<file path="src/rtl/capture_seq.sv">
module capture_seq #(
  parameter int              FRAME_BYTES = 30400,
  parameter int              DW          = 8,
  parameter int              AW          = $clog2(FRAME_BYTES),
  parameter logic [DW-1:0]   START_CMD   = 8'h47
) (
  input  logic          clk,
  input  logic          rst_n,
  input  logic          rx_valid,
  input  logic [DW-1:0] rx_data,
  output logic          spi_start,
  input  logic          spi_done,
  input  logic [DW-1:0] spi_rdata,
  output logic [AW-1:0] sram_addr,
  output logic [DW-1:0] sram_wdata,
  output logic          sram_we_n,
  output logic          tx_valid,
  output logic [DW-1:0] tx_data,
  input  logic          tx_ready,
  input  logic          result_valid,
  input  logic          result_match,
  output logic          led_match,
  output logic          led_reject,
  output logic          busy,
  output logic          done
);

  localparam logic [AW-1:0] LAST_IDX = AW'(FRAME_BYTES - 1);

  typedef enum logic [2:0] {S_IDLE, S_REQ, S_WAIT, S_PUSH, S_HOLD} state_t;

  state_t        state;
  logic [AW-1:0] idx;
  logic [DW-1:0] pix;

  assign busy       = (state != S_IDLE);
  assign spi_start  = (state == S_REQ);
  assign sram_we_n  = (state != S_PUSH);
  assign tx_valid   = (state == S_PUSH) || (state == S_HOLD);
  assign sram_addr  = idx;
  assign sram_wdata = pix;
  assign tx_data    = pix;

  always_ff @(posedge clk) begin
    if (!rst_n) begin
      state <= S_IDLE;
      idx   <= '0;
      pix   <= '0;
      done  <= 1'b0;
    end else begin
      done <= 1'b0;
      case (state)
        S_IDLE:
          if (rx_valid && rx_data == START_CMD) begin
            idx   <= '0;
            state <= S_REQ;
          end
        S_REQ:
          state <= S_WAIT;
        S_WAIT:
          if (spi_done) begin
            pix   <= spi_rdata;
            state <= S_PUSH;
          end
        S_PUSH, S_HOLD:
          if (tx_ready) begin
            if (idx == LAST_IDX) begin
              state <= S_IDLE;
              done  <= 1'b1;
            end else begin
              idx   <= idx + 1'b1;
              state <= S_REQ;
            end
          end else begin
            state <= S_HOLD;
          end
        default:
          state <= S_IDLE;
      endcase
    end
  end

  always_ff @(posedge clk) begin
    if (!rst_n) begin
      led_match  <= 1'b0;
      led_reject <= 1'b0;
    end else if (result_valid) begin
      led_match  <= result_match;
      led_reject <= !result_match;
    end
  end

  a_r1_reset_quiet: assert property (@(posedge clk)
    !rst_n |=> (!busy && !done && sram_we_n && !tx_valid && !led_match && !led_reject));

  a_r3_start: assert property (@(posedge clk) disable iff (!rst_n)
    (!busy && rx_valid && rx_data == START_CMD) |=> (busy && spi_start));

  a_r4_we_single: assert property (@(posedge clk) disable iff (!rst_n)
    !sram_we_n |=> sram_we_n);

  a_r5_tx_hold: assert property (@(posedge clk) disable iff (!rst_n)
    (tx_valid && !tx_ready) |=> (tx_valid && $stable(tx_data)));

  a_r6_no_early_req: assert property (@(posedge clk) disable iff (!rst_n)
    spi_start |-> !tx_valid);

  a_r7_done_pulse: assert property (@(posedge clk) disable iff (!rst_n)
    done |-> (!busy && !$past(done)));

  a_r8_no_restart: assert property (@(posedge clk) disable iff (!rst_n)
    (busy && rx_valid && !(tx_valid && tx_ready)) |=> busy);

  a_r9_led_hold: assert property (@(posedge clk) disable iff (!rst_n)
    !result_valid |=> $stable({led_match, led_reject}));

  a_r9_led_onehot: assert property (@(posedge clk) disable iff (!rst_n)
    $onehot0({led_match, led_reject}));

endmodule

</file>
<file path="config.mk">
export PLATFORM = sky130hd
export DESIGN_NAME = capture_seq
export DESIGN_NICKNAME = d
export VERILOG_FILES = /design/src/rtl/capture_seq.sv
export SDC_FILE = /design/constraint.sdc
export NUM_CORES = 1
export LEC_CHECK = 0
export ABC_AREA = 1
export BUFFER_PORTS_ARGS = -buffer_cell sky130_fd_sc_hd__buf_4
export CAP_MARGIN = 40
export CORE_UTILIZATION = 51
export CTS_BUF_LIST = sky130_fd_sc_hd__clkbuf_2
export DETAILED_ROUTE_END_ITERATION = 10
export PLACE_DENSITY = 0.83
export SYNTH_ARGS = -nofsm -noshare
export SYNTH_HDL_FRONTEND = slang
export SYNTH_SLANG_ARGS = --single-unit
</file>
<file path="constraint.sdc">
create_clock -name clk -period 1.93 [get_ports clk]
set_input_delay 0.0965 -clock clk [delete_from_list [all_inputs] [get_ports clk]]
set_output_delay 0.0965 -clock clk [all_outputs]
set_load 0.01 [all_outputs]
</file>
== Yosys cells after proc, flatten, opt, wreduce, memory -nomap -nowiden ==
Index checks and enable logic that the tools add are counted.

* Register bits after elaboration: 29
* Bits of input ports: 23
* Logic and storage cells: 39

* Add/sub/neg operators: 1
* Eq/ne operators: 11
* Mux-type cells: 10
* Reductions and logical operators: 11

{| class="wikitable"
|+ Operators with widths
! kind !! count
|-
| two-way mux 15 bit || 3
|-
| one-hot mux 15 bit (2 select lines) || 1
|-
| adder 15 x 1 -> 15 bit, second input constant || 1
|-
| == test 15 bit, second input constant || 1
|-
| one-hot mux 3 bit (4 select lines) || 1
|-
| two-way mux 3 bit || 3
|-
| == test 8 x 7 -> 1 bit, second input constant || 1
|-
| inequality test 2 bit, second input constant || 4
|-
| == test 3 x 2 -> 1 bit, second input constant || 2
|-
| AND reduction 2 bit || 2
|-
| AND reduction 4 bit || 1
|-
| == test 3 x 1 -> 1 bit, second input constant || 1
|-
| == test 3 bit, second input constant || 1
|-
| zero test 3 bit || 1
|-
| inequality test 3 x 2 -> 1 bit, second input constant || 1
|-
| AND reduction 3 bit || 1
|-
| nonzero test 3 bit || 1
|-
| two-way mux 1 bit || 2
|-
| nonzero test 2 bit || 1
|-
| OR reduction 2 bit || 1
|-
| logical AND 1 bit || 1
|-
| zero test 1 bit || 1
|-
| logical OR 1 bit || 1
|}

== Longest topological paths before layout ==
Gate-level depths: netlist of run 1.

* Word-level depth: 4
* Gate-level depth with buffers: 10
* Depth with buffers taken out: 9

== Worst setup path after synthesis of run 1 ==
No wires, ideal clock.

* Path kind: register to register
* Start point: reg idx[0] (netlist: sram_addr[0])
* End point: reg idx[10] (netlist: sram_addr[10])
* Arrival: 1.495 ns
* Setup slack: 0.297 ns
* Cell stages (with the launch flop): 10
* Path buffers: 1
* Clock period less this slack: 1.633 ns
* Cells stage by stage: dfxtp_1 ha_1 nand3_1 nor2_1 nand3_1 nand3_4 inv_4 buf_12 nand2_2 a21oi_2

* Longest elaborated chain between the ends: 4

{| class="wikitable"
|+ Ends and longest elaborated chain
! element !! RTL line !! RTL
|-
| start: declaration || 33 || <nowiki>logic [AW-1:0] idx;</nowiki>
|-
| start signal: assignment || 71 || <nowiki>idx <= idx + 1'b1;</nowiki>
|-
| adder 15 x 1 -> 15 bit || 71 ||
|-
| two-way mux 15 bit || 67 || <nowiki>if (idx == LAST_IDX) begin</nowiki>
|-
| two-way mux 15 bit || 66 || <nowiki>if (tx_ready) begin</nowiki>
|-
| one-hot mux 15 bit (2 select lines) || 52 || <nowiki>case (state)</nowiki>
|}

Several ways; a longest one is shown, not always the timed one. The select of a mux whose other input is x is not followed.
A chain may end at the register's enable or synchronous reset.

==> summary.log, run 1 <==
qor: final_layout.final_layout_size_suffix_gt1_share 30.3%
qor: sta.final_hold_fails 0
qor: power.power_density 564 nW/µm²
qor: die.fp.coreArea 3130 µm²
qor: sta.worst_slew_margin_rel 71.3%
qor: critical_path.rr_endpoint sram_addr[3]
qor: worst_hold_path.worst_hold_path_type in -> reg
qor: placed_design.globalplace.congestion 0.853
qor: status.run_status complete, no violations
qor: logic_synthesis.synth_top_cell_by_area dfxtp_1
qor: critical_path.cp_data_required_time 2220 ps
qor: placed_design.place.port_buffers 60
qor: placed_design.placed_cell_count 351
qor: critical_path.crit_path_top_delay_cell dlygate4sd3_1
qor: logic_synthesis.ys_top_cells_by_area dfxtp_1, nand2_1, nor2_1
qor: final_layout.final_nets 353
qor: critical_path.setup_slack_of_the_most_critical_reg_to_reg_path 220 ps
qor: grt.grt_antenna_before_repair 0
qor: die.die_width 60.3 µm
qor: critical_path.worstSetupEndpointType flop
qor: logic_synthesis.synthDistinctLibCells 32
qor: clocking.clock_tree.root_cell clkbuf_2
qor: clocking.tritoncts.num_buffers 5
qor: critical_path.cpMostUsedCell dlygate4sd3_1
qor: worst_hold_path.hold_path.startpoint spi_done
qor: power.power_total 0.00134 W
qor: sta.period_utilisation_layout 90.6%
qor: sta.fin_worst_hold_slack 31.5 ps
qor: critical_path.cp-start-kind primary input
qor: critical_path.crit_start result_valid
qor: logic_synthesis.ys_seq_elements 29
qor: final_layout.final_cells 374
qor: sta.totalNegativeSetupSlack 0 ps
qor: critical_path.reg2reg_from sram_addr[1]
qor: drt.detail_route.wirelength.met1 2050 µm
qor: sta.fin_crit 1750 ps
qor: sta.timing_worst_slew_pin_value 428 ps
qor: grt.first_global_vias 1708
qor: drt.highest_signal_layer_in_the_routed_design met4
qor: grt.first_pass_grt_wire_length 7510 µm
qor: placed_design.placement.setup.worst_slack 202 ps
qor: drt.drt_pre_antenna_iters 4
qor: drt.wire_per_inst 12.9 µm
qor: logic_synthesis.netlist_area 1730 µm²
qor: sta.number_of_endpoints_failing_setup_at_the_final_stage 0
qor: critical_path.crit_path_cell_trace dlygate4sd3_1 -> buf_4 -> inv_1 -> nor2_1 -> dlygate4sd3_1 -> nor2_1 -> dlygate4sd3_1
qor: worst_hold_path.hold_end sram_wdata[1]
qor: clocking.cts_buffer_depth 2
qor: critical_path.reg2reg_depth 8
qor: sta.slew_viol_final 0
qor: clocking.tritoncts built
qor: logic_synthesis.post_syn_instances 258
qor: critical_path.crit_buf_inv 5
qor: drt.post-route-drc-count 0
qor: final_layout.antennaDiodeCount 0
qor: grt.grt_max_degree 19
qor: clocking.cts.htree.levels 2
qor: drt.drt_total_wl 4830 µm
qor: drt.route.vias.total 1909
qor: die.pin_count 61
qor: critical_path.critPathTopFamily buffers and inverters
qor: clocking.number_of_sinks_on_the_clock_net 29
qor: power.p_leak 0.933 nW
qor: logic_synthesis.proportion_of_synthesized_chip_area_in_sequential_cells 33.5%
qor: logic_synthesis.number_of_nets_in_the_synthesized_netlist 282
qor: critical_path.worst_ep_arrival_time 2040 ps
qor: critical_path.setup.worst_path.class in -> reg
qor: clocking.total_setup_buffers_inserted_after_cts 0
qor: sta.grt_setup_unrepaired no
qor: sta.timing.clock.skew 11.1 ps
qor: logic_synthesis.top_area_cell_type_share_of_the_netlist_area 33.5%
qor: placed_design.dpl.hpwl 3130 µm
qor: sta.fin_ws 182 ps
qor: flow_run.max_cap_violations 0
qor: die.rows 20
qor: clocking.clk_transition_reported_paths 150 ps
qor: drt.drt_first_iter_violations 118
qor: sta.fmax 0.572 GHz
qor: drt.route.met3.wl 350 µm
qor: power.peak_ir_drop_on_the_vdd_network 0.432 mV
qor: grt.grt_remaining_overflow 0
qor: final_layout.syn2layout_area_growth 36.8%
qor: critical_path.crit_fanout 2
qor: die.die_y 60.3 µm
qor: logic_synthesis.yosys_warnings 0
qor: drt.antenna_violating_nets_left 0
qor: final_layout.fillCellCount 249
qor: die.area_of_the_die 3630 µm²
qor: drt.met2RoutedLength 2300 µm
qor: clocking.worstSkewPairLatency 380 ps
qor: die.floorplan.initialDensity 55.4%
qor: critical_path.crit_path_max_incr_delay 560 ps
qor: logic_synthesis.synth_area_per_cell 6.72 µm²
qor: drt.vias_per_cell 5.10
qor: worst_hold_path.timing.hold.worst_path_depth 3
qor: grt.grtUsageTotal 28.2%
==> cell usage in the layout, fill, tap and decap left out, types with 2 or more instances in the layout <==
cell	instances
nand2_1	70
buf_4	63
nor2_1	44
dfxtp_1	28
inv_1	17
a21oi_1	15
dlygate4sd3_1	14
nand3_1	13
nand2_2	10
a21oi_2	10
nand4_1	7
clkbuf_2	6
nor3_1	4
o21ai_0	4
xor2_1	4
o21bai_1	3
nand3_2	2
inv_2	2
clkinv_1	2
==> layout make-up <==
class | count | area [µm²] | area share [%]
Sequential cell | 29 | 582 | 24.5
Clock inverter | 2 | 33.8 | 1.42
Timing Repair Buffer | 77 | 613 | 25.9
Tap cell | 44 | 55.1 | 2.32
Clock buffer | 6 | 30.0 | 1.27
Inverter | 21 | 83.8 | 3.54
Multi-Input combinational cell | 195 | 973 | 41.1
==> cell usage after synthesis <==
| cell | number |
|---|---|
| o31ai_1 | 1 |
| inv_1 | 17 |
| xor2_1 | 4 |
| clkbuf_1 | 1 |
| o21a_1 | 1 |
| o21bai_1 | 3 |
| a21oi_2 | 10 |
| a21oi_4 | 1 |
| nand3_1 | 13 |
| nand2_1 | 70 |
| nand3_2 | 1 |
| nand3_4 | 1 |
| nand2_2 | 10 |
| buf_1 | 2 |
| buf_4 | 8 |
| nand4_1 | 7 |
| buf_2 | 1 |
| xnor2_1 | 1 |
| inv_2 | 2 |
| ha_1 | 1 |
| o21ai_0 | 4 |
| dfxtp_1 | 29 |
| nor2_2 | 1 |
| a21oi_1 | 15 |
| buf_6 | 1 |
| clkinv_1 | 1 |
| nor4_1 | 1 |
| nor3_1 | 4 |
| nor2_1 | 44 |
| buf_12 | 1 |
| inv_4 | 1 |
| nand2_4 | 1 |
==> per-stage QoR <==
step           util (%)  cell area (µm²)
2_1_floorplan         -             1730
3_3_place_gp       68.8             2150
3_5_place_dp       68.8             2150
4_1_cts            75.4             2360
5_1_grt            75.8             2370
6_report           75.8             2370
==> worst register-to-register path, stage by stage (launching register included) <==
cell     delay, ps
dfxtp_2        400
ha_1           240
nand3_1        180
nor2_1         150
nand3_1        190
nand3_4        210
inv_6          100
nand2_1         80
a21oi_1         60
==> what timing repair did <==
action | CTS | global route
hold endpoints to repair | 12 | 0
gates resized for setup | 0 | 2
setup endpoints to repair | 0 | 7
hold buffers | 14 | 0
==> metal layers <==
| metal | vias up | global-route usage [%] |
|---|---|---|
| li1 | 963 | - |
| met1 | 849 | 35.3 |
| met2 | 85 | 44.9 |
| met3 | 12 | 6.28 |
| met4 | 0 | 14.3 |
| met5 | - | 0 |
==> power breakdown <==
part           internal [W]  total (W)  leakage [nW]  switching (W)
sequential         0.000614   0.000630         0.235      0.0000153
clock              0.000221   0.000443        0.0406       0.000222
combinational      0.000113   0.000264         0.658       0.000150
==> cell families after synthesis <==
group	Yosys count	synth area share (%)
buffers and inverters	35	10.9
AO/OA/AOI/OAI	35	13.6
XOR/XNOR	5	2.53
AND/OR/NAND/NOR	153	38.7
adder cells (fa/ha/maj)	1	0.722
flip-flops	29	33.5
==> sequential cells by signal (all words and copies together) (netlist names) <==
name and flops:
led_reject 1, done 1, led_match 1, state 3
sram_addr 15, sram_wdata 8
==> how the worst max path moves through the flow <==
| stage | end | slack [ps] | depth (start not counted) |
|---|---|---|---|
| 2_1_floorplan | sram_addr[10] | 300 | 9 |
| 3_3_place_gp | sram_addr[0] | 300 | 8 |
| 3_5_place_dp | sram_addr[0] | 200 | 8 |
| 4_1_cts | sram_addr[0] | 170 | 8 |
| 5_1_grt | sram_addr[0] | 50 | 8 |
| 6_report | led_match | 180 | 7 |
Note: power is estimated with default switching activity, not from simulation.
==> inputs of run 2 (changes only) <==
--- a/config.mk
+++ b/config.mk
@@ -8,2 +8,3 @@
 export ABC_AREA = 1
+export ABC_CLOCK_PERIOD_IN_PS = 1930
 export BUFFER_PORTS_ARGS = -buffer_cell sky130_fd_sc_hd__buf_4
@@ -13,2 +14,3 @@
 export DETAILED_ROUTE_END_ITERATION = 10
+export MAX_ROUTING_LAYER = met4
 export PLACE_DENSITY = 0.83
==> constraint.sdc (replaced) <==
create_clock -name clk -period 1.93 [get_ports clk]
set_input_delay 0.193 -clock clk [delete_from_list [all_inputs] [get_ports clk]]
set_output_delay 0.193 -clock clk [all_outputs]
set_load 0.01 [all_outputs]
==> summary.log, run 2 (synthesized netlist as in run 1, its figures left out) <==
qor: drt.post-route-drc-count 0
qor: power.peak_ir_drop_on_the_vdd_network 0.328 mV
qor: final_layout.final_util 71.1%
qor: final_layout.layout.cells.most_common nand2_1
qor: sta.timing.clock.skew 10.9 ps
qor: grt.grt_antenna_before_repair 0
qor: drt.drt_total_wl 4180 µm
qor: critical_path.crit_path_top_delay_cell dfxtp_1
qor: die.floorplan.initialDensity 55.4%
qor: sta.number_of_endpoints_failing_setup_at_the_final_stage 0
qor: clocking.clk_transition_reported_paths 150 ps
qor: grt.first_pass_grt_wire_length 6620 µm
qor: sta.slew_viol_final 0
qor: flow_run.max_cap_violations 0
qor: sta.grt_setup_unrepaired no
qor: clocking.tritoncts.num_buffers 5
qor: power.p_clk_share 25.2%
qor: drt.route.vias.total 1764
qor: critical_path.crit_path_cell_trace ha_1 -> nand3_1 -> nor2_1 -> nand3_1 -> nand3_4 -> inv_6 -> nand2_1 -> a21oi_1
qor: placed_design.dpl.hpwl 3040 µm
qor: critical_path.worstSetupEndpointType flop
qor: final_layout.syn2layout_area_growth 28.3%
qor: placed_design.globalplace.congestion 0.860
qor: power.cellInternalPower 0.000788 W
qor: critical_path.cp_data_required_time 2180 ps
qor: critical_path.cp-start-kind flop
qor: power.p_leak 0.872 nW
qor: sta.period_utilisation_layout 90.7%
qor: sta.timing_worst_slew_pin_value 499 ps
qor: final_layout.fillCellCount 303
qor: die.pin_count 61
qor: grt.grtUsageTotal 25.4%
qor: die.area_of_the_die 3630 µm²
qor: clocking.cts_buffer_depth 2
qor: power.power.switching_fraction 31.3%
qor: die.die_width 60.3 µm
qor: grt.grt_remaining_overflow 0
qor: final_layout.final_layout_size_suffix_gt1_share 30.9%
qor: sta.fin_crit 1750 ps
qor: final_layout.mostFrequentLayoutCells nand2_1, buf_4, nor2_1, dfxtp_1, inv_1
qor: power.power_frac_comb 20.1%
qor: sta.totalNegativeSetupSlack 0 ps
qor: clocking.number_of_sinks_on_the_clock_net 29
qor: final_layout.antennaDiodeCount 0
qor: drt.drt_pre_antenna_iters 4
qor: final_layout.final_nets 340
qor: die.fp.coreArea 3130 µm²
qor: power.power_total 0.00115 W
qor: die.die_y 60.3 µm
qor: drt.wire_per_inst 11.6 µm
qor: grt.first_global_vias 1520
qor: critical_path.crit_path_max_incr_delay 420 ps
qor: sta.worst_slew_margin_rel 66.5%
qor: critical_path.worst_ep_arrival_time 2000 ps
qor: clocking.tritoncts built
qor: sta.final_hold_fails 0
qor: status.run_status complete, no violations
qor: power.power_density 516 nW/µm²
qor: power.switchingPower 0.000359 W
qor: clocking.cts.htree.levels 2
qor: placed_design.place.port_buffers 60
qor: worst_hold_path.worst_hold_path_type in -> reg
qor: critical_path.crit_fanout 18
qor: clocking.clock_tree.root_cell clkbuf_2
qor: drt.drt_first_iter_violations 81
qor: final_layout.largest_reg_flops 15
qor: critical_path.cpMostUsedCell nand3_1
qor: sta.fmax 0.571 GHz
qor: drt.antenna_violating_nets_left 0
qor: power.power.share.sequential 54.8%
qor: critical_path.setup.worst_path.class reg -> reg
qor: clocking.worstSkewPairLatency 370 ps
qor: grt.grt_max_degree 19
qor: drt.vias_per_cell 4.89
qor: die.rows 20
[run 2: power groups by stage]
| stage | registers [W] | clock network [W] | logic (W) |
|---|---|---|---|
| global placement | 0.000640 | 0 | 0.000223 |
| CTS | 0.000628 | 0.000300 | 0.000228 |
| finish | 0.000628 | 0.000289 | 0.000230 |
| floorplan | 0.000644 | 0 | 0.000155 |
| global route | 0.000631 | 0.000331 | 0.000254 |
| detailed placement | 0.000641 | 0 | 0.000226 |
[run 2: metal layers]
metal	part of all wire, %	global-route usage, %	vias to the layer above
li1	-	-	937
met1	47	32.9	759
met2	45	37.8	62
met3	5.8	6.93	6
met4	1.7	8.31	0
met5	0	-	-
[run 2: final timing paths]
check / startpoint / to / slack (ps) / cells after the start
worst max-delay path: sram_addr[1] / sram_addr[2] / 180 / 8
worst min-delay path: result_match / led_match / 40 / 3
worst max register to register: sram_addr[1] / sram_addr[2] / 180 / 8
worst min register to register: led_reject / led_reject / 480 / 2
[run 2: metrics by stage]
step / hold WS [ps] / cell area [µm²] / std cells / setup WS [ps]
floorplan: 272 / 1730 / 258 / 297
global placement: 373 / 2170 / 352 / 306
detailed placement: 378 / 2170 / 352 / 185
CTS: 28.4 / 2220 / 361 / 171
global route: 23.9 / 2220 / 361 / 21.8
finish: 44.6 / 2220 / 361 / 180
[run 2: layout make-up]
type,instances,area (µm²),area share [%]
clock buffers,5,25.0,1.13
repair buffers,65,503,22.6
multi-input cells,194,963,43.3
inverters,21,83.8,3.77
clock inverters,3,12.5,0.563
flip-flops and latches,29,581,26.1
well taps,44,55.1,2.48
[run 2: timing repair]
action                                 in CTS  in global routing
setup endpoints to repair                   0                  2
resized for setup                           0                  1
hold buffers                                1                  0
setup buffers                               0                  0
endpoints found under the hold margin       1                  0
[run 2: worst max-delay path: cells and delay by family (launching register included)]
kind,cells,cell delay [ps]
and+or+nand+nor,5,770
DFF,1,420
adders and majority gates,1,260
buffers and inverters,1,120
AOI/OAI and AO/OA,1,60
==> inputs of run 3 (changes only) <==
Settings changed: ABC_CLOCK_PERIOD_IN_PS 1930 to 1800, SETUP_SLACK_MARGIN set to 0.02.
Clock period 1.93 ns to 1.8 ns, I/O delays scaled along.
==> summary.log, run 3 (synthesized netlist as in run 1, its figures left out) <==
qor: clocking.total_setup_buffers_inserted_after_cts 0
qor: placed_design.dpl_cell_area 2180 µm²
qor: die.pin_count 61
qor: sta.timing.clock.skew 10.8 ps
qor: drt.post-route-drc-count 0
qor: placed_design.place.port_buffers 60
qor: critical_path.crit_path_max_incr_delay 340 ps
qor: clocking.worstSkewPairLatency 350 ps
qor: clocking.tritoncts.num_buffers 5
qor: grt.grt_antenna_before_repair 0
qor: critical_path.cp_data_required_time 2090 ps
qor: worst_hold_path.worst_hold_path_type in -> reg
qor: final_layout.final_layout_size_suffix_gt1_share 31.3%
qor: drt.route.vias.total 1776
qor: critical_path.worstSetupEndpointType flop
qor: placed_design.globalplace.congestion 0.853
qor: die.rows 20
qor: final_layout.mostFrequentLayoutCells nand2_1, buf_4, nor2_1, dfxtp_1, inv_1
qor: critical_path.setup.worst_path.class reg -> reg
qor: sta.worst_slew_margin_rel 79.2%
qor: power.peak_ir_drop_on_the_vdd_network 0.394 mV
qor: placed_design.dpl.hpwl 3040 µm
qor: critical_path.cp-start-kind flop
qor: die.floorplan.initialDensity 55.4%
qor: drt.wire_per_inst 11.0 µm
qor: final_layout.antennaDiodeCount 0
qor: grt.grt_remaining_overflow 0
qor: power.power_density 549 nW/µm²
qor: sta.period_utilisation_layout 88.0%
qor: die.fp.coreArea 3130 µm²
qor: critical_path.crit_path_cell_trace ha_1 -> nand3_1 -> nor2_1 -> nand3_1 -> nand3_4 -> inv_4 -> nand2_1 -> a21oi_1
qor: critical_path.crit_buf_inv 1
qor: die.die_y 60.3 µm
qor: drt.drt_pre_antenna_iters 5
qor: final_layout.layout.cells.most_common nand2_1
qor: sta.final_hold_fails 0
qor: sta.grt_setup_unrepaired no
qor: critical_path.crit_path_top_delay_cell dfxtp_1
qor: sta.timing_worst_slew_pin_value 311 ps
qor: grt.grtUsageTotal 24.9%
qor: clocking.number_of_sinks_on_the_clock_net 29
qor: sta.fmax 0.631 GHz
qor: sta.fin_crit 1580 ps
qor: drt.drt_first_iter_violations 79
qor: power.power_total 0.00122 W
qor: placed_design.placed_cell_count 354
qor: flow_run.max_cap_violations 0
qor: clocking.clk_transition_reported_paths 150 ps
qor: critical_path.critPathTopFamily simple AND/OR/NAND/NOR gates
qor: status.run_status complete, no violations
qor: drt.antenna_violating_nets_left 0
qor: critical_path.cpMostUsedCell nand3_1
qor: sta.fin_ws 216 ps
qor: critical_path.crit_fanout 18
qor: die.die_width 60.3 µm
qor: critical_path.worst_ep_arrival_time 1870 ps
qor: final_layout.final_nets 342
qor: sta.slew_viol_final 0
qor: sta.number_of_endpoints_failing_setup_at_the_final_stage 0
qor: final_layout.syn2layout_area_growth 28.3%
qor: grt.grt_max_degree 20
qor: clocking.tritoncts built
qor: sta.totalNegativeSetupSlack 0 ps
qor: drt.drt_total_wl 3980 µm
qor: grt.first_global_vias 1523
qor: critical_path.setup_slack_of_the_most_critical_reg_to_reg_path 220 ps
qor: final_layout.largest_reg_flops 15
qor: power.p_leak 0.878 nW
qor: clocking.cts_buffer_depth 2
qor: clocking.cts.htree.levels 2
qor: final_layout.final_design_area_no_fill 2220 µm²
qor: final_layout.final_cells 363
qor: clocking.clock_tree.root_cell clkbuf_2
qor: drt.vias_per_cell 4.89
qor: die.area_of_the_die 3630 µm²
qor: grt.first_pass_grt_wire_length 6510 µm
qor: placed_design.placement.setup.worst_slack 238 ps
-- run 3: worst paths after layout --
path,startpoint,end,cells past startpoint
worst max-delay path,sram_addr[0],sram_addr[0],8
worst max register to register,sram_addr[0],sram_addr[0],8
worst min register to register,led_reject,led_reject,2
worst min-delay path,result_match,led_match,3
-- run 3: layout make-up --
type,instances,area [µm²]
well taps,44,55.1
inverters,21,81.3
multi-input cells,194,963
clock inverters,3,12.5
repair buffers,67,505
fillers,271,905
clock buffers,5,25.0
flip-flops and latches,29,581
-- run 3: timing repair --
item                                   in CTS  in global routing
resized for setup                           0                  0
endpoints found under the hold margin       1                  0
hold buffers                                1                  0
-- run 3: layer usage --
metal,global-route usage [%],vias up,share of wire (%),wire [µm]
met5,-,-,0,0
met4,8.31,0,1.0,41
met3,8.23,5,5.6,224
met2,35.5,50,45,1800
met1,32.6,775,48,1910
li1,-,946,-,-
-- run 3: power by group --
group / switching, W / leakage (nW) / internal (W)
registers: 0.0000129 / 0.234 / 0.000658
logic: 0.000143 / 0.616 / 0.000106
clock network: 0.000215 / 0.0278 / 0.0000848
total: 0.000371 / 0.878 / 0.000848
-- run 3: worst register-to-register path, delay by kind of cell (launching register included) --
kind / cells / cell delay [ps]
buf+inv: 1 / 250
flops: 1 / 340
compound gates: 1 / 120
fa+ha+maj: 1 / 240
simple gates: 5 / 580
-- run 3: stage by stage --
step,hold slack (ps),util (%)
after detailed placement,367,69.6
after CTS,32.1,71.1
after floorplan,259,-
after global placement,363,69.6
final,43.0,71.1
after global routing,15.5,71.1
